## src/rtl/epipe_pkg.sv

```systemverilog
package epipe_pkg;

   typedef enum logic {
      FIFO_PASS  = 1'b0,
      FIFO_PLAIN = 1'b1
   } fifo_mode_e;

   localparam int unsigned NUM_STAGES = 3;
   localparam int unsigned NUM_QUEUES = NUM_STAGES + 1;

endpackage

```

## src/rtl/epipe_fifo.sv

```systemverilog
module epipe_fifo
   import epipe_pkg::*;
#(
   parameter int unsigned WIDTH = 16,
   parameter int unsigned DEPTH = 2,
   parameter fifo_mode_e  MODE  = FIFO_PASS
) (
   input  logic             clk,
   input  logic             rst_n,
   input  logic             enq_valid,
   output logic             enq_ready,
   input  logic [WIDTH-1:0] enq_data,
   output logic             deq_valid,
   input  logic             deq_ready,
   output logic [WIDTH-1:0] deq_data
);

   localparam int unsigned AW = (DEPTH > 1) ? $clog2(DEPTH) : 1;
   localparam int unsigned CW = $clog2(DEPTH + 1);
   localparam logic [AW-1:0] LAST_SLOT = AW'(DEPTH - 1);
   localparam logic [CW-1:0] FULL_CNT  = CW'(DEPTH);

   if (DEPTH < 1) begin : g_bad_depth
      $error("epipe_fifo: DEPTH must be at least 1");
   end
   if (WIDTH < 1) begin : g_bad_width
      $error("epipe_fifo: WIDTH must be at least 1");
   end

   logic [WIDTH-1:0] slots [DEPTH];
   logic [AW-1:0]    rd_ptr;
   logic [AW-1:0]    wr_ptr;
   logic [CW-1:0]    count;
   logic             is_full;
   logic             enq_fire;
   logic             deq_fire;

   assign is_full   = (count == FULL_CNT);
   assign deq_valid = (count != '0);
   assign deq_data  = slots[rd_ptr];
   assign deq_fire  = deq_valid && deq_ready;
   assign enq_fire  = enq_valid && enq_ready;

   if (MODE == FIFO_PASS) begin : g_pass
      // a departing head frees its slot for this cycle's arrival
      assign enq_ready = !is_full || deq_ready;
   end else begin : g_plain
      // one operation per cycle; the read side wins
      assign enq_ready = !is_full && !deq_fire;
   end

   function automatic logic [AW-1:0] bump(input logic [AW-1:0] p);
      return (p == LAST_SLOT) ? '0 : p + AW'(1);
   endfunction

   always_ff @(posedge clk) begin
      if (enq_fire) begin
         slots[wr_ptr] <= enq_data;
      end
   end

   always_ff @(posedge clk) begin
      if (!rst_n) begin
         rd_ptr <= '0;
         wr_ptr <= '0;
         count  <= '0;
      end else begin
         if (enq_fire) begin
            wr_ptr <= bump(wr_ptr);
         end
         if (deq_fire) begin
            rd_ptr <= bump(rd_ptr);
         end
         case ({enq_fire, deq_fire})
            2'b10:   count <= count + CW'(1);
            2'b01:   count <= count - CW'(1);
            default: count <= count;
         endcase
      end
   end

   AST_COUNT_BOUND: assert property (@(posedge clk) disable iff (!rst_n)
      count <= FULL_CNT);

   AST_HEAD_HOLD: assert property (@(posedge clk) disable iff (!rst_n)
      deq_valid && !deq_ready |=> deq_valid && $stable(deq_data));

   if (MODE == FIFO_PLAIN) begin : g_plain_chk
      AST_NO_DUAL_OP: assert property (@(posedge clk) disable iff (!rst_n)
         !(enq_fire && deq_fire));
   end else begin : g_pass_chk
      AST_FULL_PASS: assert property (@(posedge clk) disable iff (!rst_n)
         is_full && deq_fire && enq_valid |=> is_full);
   end

endmodule

```

## src/rtl/epipe_stage.sv

```systemverilog
module epipe_stage #(
   parameter int unsigned WIDTH = 16,
   parameter int unsigned STAGE = 0
) (
   input  logic             in_valid,
   output logic             in_ready,
   input  logic [WIDTH-1:0] in_data,
   output logic             out_valid,
   input  logic             out_ready,
   output logic [WIDTH-1:0] out_data
);

   if (STAGE > 2) begin : g_bad_stage
      $error("epipe_stage: STAGE selects one of three functions");
   end
   if (WIDTH < 2) begin : g_bad_width
      $error("epipe_stage: WIDTH must be at least 2");
   end

   function automatic logic [WIDTH-1:0] odd_mask();
      logic [WIDTH-1:0] m;
      for (int i = 0; i < int'(WIDTH); i++) begin
         m[i] = (i % 2) == 1;
      end
      return m;
   endfunction

   localparam logic [WIDTH-1:0] ODD_BITS = odd_mask();
   localparam logic [WIDTH-1:0] OFFSET   = WIDTH'(3);

   // firing: upstream holds a word and downstream takes it
   assign out_valid = in_valid;
   assign in_ready  = out_ready;

   if (STAGE == 0) begin : g_add
      assign out_data = in_data + OFFSET;
   end else if (STAGE == 1) begin : g_rot
      assign out_data = {in_data[WIDTH-2:0], in_data[WIDTH-1]};
   end else begin : g_mix
      assign out_data = in_data ^ ODD_BITS;
   end

endmodule

```

## src/rtl/epipe_top.sv

```systemverilog
module epipe_top
   import epipe_pkg::*;
#(
   parameter int unsigned WIDTH      = 16,
   parameter int unsigned MID_DEPTH  = 2,
   parameter int unsigned EDGE_DEPTH = 2,
   parameter fifo_mode_e  MID_MODE   = FIFO_PASS
) (
   input  logic             clk,
   input  logic             rst_n,
   input  logic             in_valid,
   output logic             in_ready,
   input  logic [WIDTH-1:0] in_data,
   output logic             out_valid,
   input  logic             out_ready,
   output logic [WIDTH-1:0] out_data
);

   if (MID_DEPTH < 1 || EDGE_DEPTH < 1) begin : g_bad_depth
      $error("epipe_top: queue depths must be at least 1");
   end

   logic             q_enq_v [NUM_QUEUES];
   logic             q_enq_r [NUM_QUEUES];
   logic [WIDTH-1:0] q_enq_d [NUM_QUEUES];
   logic             q_deq_v [NUM_QUEUES];
   logic             q_deq_r [NUM_QUEUES];
   logic [WIDTH-1:0] q_deq_d [NUM_QUEUES];

   assign q_enq_v[0] = in_valid;
   assign q_enq_d[0] = in_data;
   assign in_ready   = q_enq_r[0];

   assign out_valid                = q_deq_v[NUM_QUEUES-1];
   assign out_data                 = q_deq_d[NUM_QUEUES-1];
   assign q_deq_r[NUM_QUEUES-1]    = out_ready;

   for (genvar k = 0; k < NUM_QUEUES; k++) begin : g_q
      localparam bit IS_EDGE = (k == 0) || (k == NUM_QUEUES - 1);
      localparam fifo_mode_e QMODE = IS_EDGE ? FIFO_PASS : MID_MODE;
      localparam int unsigned QDEPTH = IS_EDGE ? EDGE_DEPTH : MID_DEPTH;

      epipe_fifo #(
         .WIDTH (WIDTH),
         .DEPTH (QDEPTH),
         .MODE  (QMODE)
      ) u_fifo (
         .clk       (clk),
         .rst_n     (rst_n),
         .enq_valid (q_enq_v[k]),
         .enq_ready (q_enq_r[k]),
         .enq_data  (q_enq_d[k]),
         .deq_valid (q_deq_v[k]),
         .deq_ready (q_deq_r[k]),
         .deq_data  (q_deq_d[k])
      );
   end

   for (genvar s = 0; s < NUM_STAGES; s++) begin : g_st
      epipe_stage #(
         .WIDTH (WIDTH),
         .STAGE (s)
      ) u_stage (
         .in_valid  (q_deq_v[s]),
         .in_ready  (q_deq_r[s]),
         .in_data   (q_deq_d[s]),
         .out_valid (q_enq_v[s+1]),
         .out_ready (q_enq_r[s+1]),
         .out_data  (q_enq_d[s+1])
      );

      AST_STAGE_PAIRED: assert property (@(posedge clk) disable iff (!rst_n)
         (q_enq_v[s+1] && q_enq_r[s+1]) == (q_deq_v[s] && q_deq_r[s]));
   end

   AST_IDLE_AFTER_RESET: assert property (@(posedge clk)
      !rst_n |=> !out_valid && in_ready);

endmodule

```

## config.mk

```make
export PLATFORM = sky130hd
export DESIGN_NAME = epipe_top
export DESIGN_NICKNAME = d
export VERILOG_FILES = /design/src/rtl/epipe_pkg.sv /design/src/rtl/epipe_fifo.sv /design/src/rtl/epipe_stage.sv /design/src/rtl/epipe_top.sv
export SDC_FILE = /design/constraint.sdc
export NUM_CORES = 1
export LEC_CHECK = 0
export BUFFER_PORTS_ARGS = -buffer_cell sky130_fd_sc_hd__buf_2
export CORE_MARGIN = 2
export CORE_UTILIZATION = 55
export CTS_BUF_LIST = sky130_fd_sc_hd__clkbuf_4 sky130_fd_sc_hd__clkbuf_8
export DETAILED_ROUTE_END_ITERATION = 10
export PLACE_DENSITY = 0.73
export SYNTH_ARGS = -nofsm -noshare
export SYNTH_HDL_FRONTEND = slang
export SYNTH_SLANG_ARGS = --single-unit
```

## constraint.sdc

```tcl
create_clock -name clk -period 4.7 [get_ports clk]
set_input_delay 0.94 -clock clk [delete_from_list [all_inputs] [get_ports clk]]
set_output_delay 0.94 -clock clk [all_outputs]
set_load 0.02 [all_outputs]
```

==> metrics.md <==
| Metric | Value |
|---|---|
| Post_cts resized | `0` |
| Hold Path Origin | `g_q[2].u_fifo.count[1]` |
| DRT antenna net count | `0` |
| Unrepaired setup endpoints after global routing | `no` |
| Fmax | `between 300 and 400 MHz` |
| LEAKAGE | `2.34 nW` |
| Library cells used by synthesis | `38` |
| Crit path top cell by count | `buf_2` |
| Fin util | `between 60% and 70%` |
| Layout cells sized above 1 | `approximately 30%` |
| Buffers plus inverters on the worst setup path | `2` |
| Post-synth top flop | `edfxtp_1` |
| Worst Hold Class | `flop to flop` |
| Max-capacitance violation count | `0` |
| Highest-delay cell along the critical path | `nor3b_1` |
| Max FO, Critical Path | `4` |
| Reg2Reg Depth | `7` |
| Sequential share of the synthesized area | `just over 70%` |
| Die area | `around 12000 um2` |
| DR vias | `2853` |
| Post-Route WL | `7.91 mm` |
| Clock Latency Late Sink | `approximately 0.42 ns` |
| CP startpoint kind | `input port` |
| Synth Instances | `360` |
| CP Cell Sequence | `buf_2, nor3b_1, nand4_1, buf_2` |
| Core box area | `approximately 10000 um2` |
| Synth warn | `0` |
| Worst-path clk slew | `about 0.07 ns` |
| Total grt overflow | `0` |
| Gp weighted congestion | `0.754` |
| Slowest stage delay, CP | `approximately 0.43 ns` |
| Asr flop ratio synth | `0%` |
| Drt drc | `0` |
| DIE WIDTH | `108 um` |
| First-pass GRT wire length | `roughly 13 mm` |
| Number of flops mapped to enable cells by yosys | `128` |
| Synth-to-layout area growth | `13.5%` |
| N_diodes | `0` |
| Hold_buf cts | `0` |
| Initial antenna violation count | `0` |
| Hold EP | `g_q[2].u_fifo.count[1]` |
| DP HPWL | `5.24 mm` |
| DR vias/cell | `about 5.1` |
| Final Setup Violations | `0` |
| Crit. End Element | `output pin` |
| Post-CTS Setup Bufs | `0` |
| CTS Buffer Depth | `2` |
| Global Route Usage Sum | `15.1%` |
| Port bufs | `37` |
| R2R Setup Slk | `about 2.6 ns` |
| Worst Skew | `~0.011 ns` |
| Commonest non-fill, non-tap cells in the layout | `128 x edfxtp_1, 41 x mux2_2, 37 x buf_2` |
| Commonest non-fill, non-tap cell in the layout | `edfxtp_1` |
| Peak VDD IR | `0.255 mV` |
| Total negative slack | `0 ns` |
| Final slew viol count | `0` |
| Final period util | `approximately three fifths` |
| Mapped Area | `5950 um2` |
| Routed length per instance | `between 10 and 15 um` |
| Status | `complete, no violations` |
| Normalized max-slew margin | `a little under half` |
| # IOs | `38` |
| CTS H-tree lvls | `4` |
| Largest net degree at the start of global routing | `36` |
| Drt pass-1 iters | `4` |
| Post-synthesis register bit count | `~150` |
| Post-layout minimum cycle time | `roughly 2.9 ns` |
| CP Class | `input port to output pin` |
| Die Y | `about 110 um` |
| Delay-heaviest family, CP | `simple AND/OR/NAND/NOR gates` |
| Worst slew pin tran | `a little over 0.8 ns` |
| Final hold vios | `0` |
| Vias in the first global route | `approximately 2800` |
| Worst Path Arrival | `between 1.5 and 2 ns` |
| Worst hold path depth | `2` |
| Sink Count | `between 100 and 150` |
| Nets | `roughly 430` |
| Reg2reg end | `g_q[1].u_fifo.slots[0][12]` |
| TritonCTS buffer count | `17` |
| Row count | `37` |
| CTS tree | `done` |
| Worst path required time | `~3.8 ns` |
| Power Density | `roughly 660 nW/um2` |
| Syn Area/Cell | `about 17 um2` |
| Root buffer selected by CTS | `clkbuf_8` |
| Post-Syn Nets | `between 300 and 400` |
| Initial Util | `roughly 57%` |
| Initial DRC Count | `111` |
## kinds of logic (layout without fill, tap and decap cells)
logic type                 after synthesis  in the layout  synth area share (%)
muxes                                   62             62                  11.3
and+or+nand+nor                         71             71                  7.24
buffers and inverters                   17             77                  1.30
DFF                                    148            148                  71.4
AOI/OAI and AO/OA                       28             28                  3.45
adders and majority gates                5              5                  1.05
xor gates and xnor gates                29             29                  4.27
## tightest hold or removal path, stage by stage (launching register included)
cell	delay, ns
dfxtp_1	0.32
o21ai_0	0.07
a21boi_0	0.07
## area by class of cell
type | instances | area (um2)
multi-input combinational | 195 | 1620
clock buffer | 18 | 241
sequential | 148 | 4240
clock inverter | 13 | 231
timing repair buffer | 42 | 223
fill | 758 | 3670
tap | 136 | 170
inverter | 4 | 15.0
## worst max path at each step
stage                   start                     end  depth (start not counted)
floorplan           out_ready  g_q[0].u_fifo.count[1]                          6
global placement    out_ready                in_ready                          4
detailed placement  out_ready                in_ready                          4
CTS                 out_ready                in_ready                          4
global route        out_ready                in_ready                          4
finish              out_ready                in_ready                          4
## per-layer routing
layer	up-vias	global-route usage (%)	share of wire, %
met2	53	24.5	49
met4	0	5.49	0.61
li1	1438	-	-
met1	1358	19.1	47
met5	-	0	0
met3	4	4.76	3.4
## registers in the layout (all words and copies together), names as in the netlist, named ones only
name	count
g_q.u_fifo.count	8
g_q.u_fifo.rd_ptr	4
g_q.u_fifo.slots	128
g_q.u_fifo.wr_ptr	4
## per-stage QoR
stage	total power [mW]	area (um2)	setup WS [ns]	hold slack [ns]	cells
after floorplan	3.03	5950	2.13	0.468	360
after global placement	3.28	6280	1.85	0.476	525
after detailed placement	3.33	6280	1.78	0.497	525
after CTS	4.47	6750	1.78	0.509	556
after global routing	4.68	6750	1.66	0.562	556
final	4.42	6750	1.82	0.510	556
## report_power, final
| part | leakage, nW | switching (mW) | total, mW | internal (mW) |
|---|---|---|---|---|
| combinational | 0.760 | 0.634 | 1.16 | 0.522 |
| clock | 0.233 | 0.438 | 1.13 | 0.690 |
| sequential | 1.35 | 0.163 | 2.14 | 1.98 |
| total | 2.34 | 1.23 | 4.42 | 3.19 |
## cells in the mapped netlist, types with 6 or more instances
master	number	area, um2
edfxtp_1	128	3840
mux2_2	41	462
mux2i_1	21	210
dfxtp_1	20	400
and2_1	19	119
xnor2_1	17	149
nand2_1	13	48.8
xor2_1	12	105
o21ai_0	10	50.1
nand3_1	9	45.0
nor2_1	6	22.5
nor2b_1	6	37.5
No activity file was read; power rests on OpenSTA's default activity.
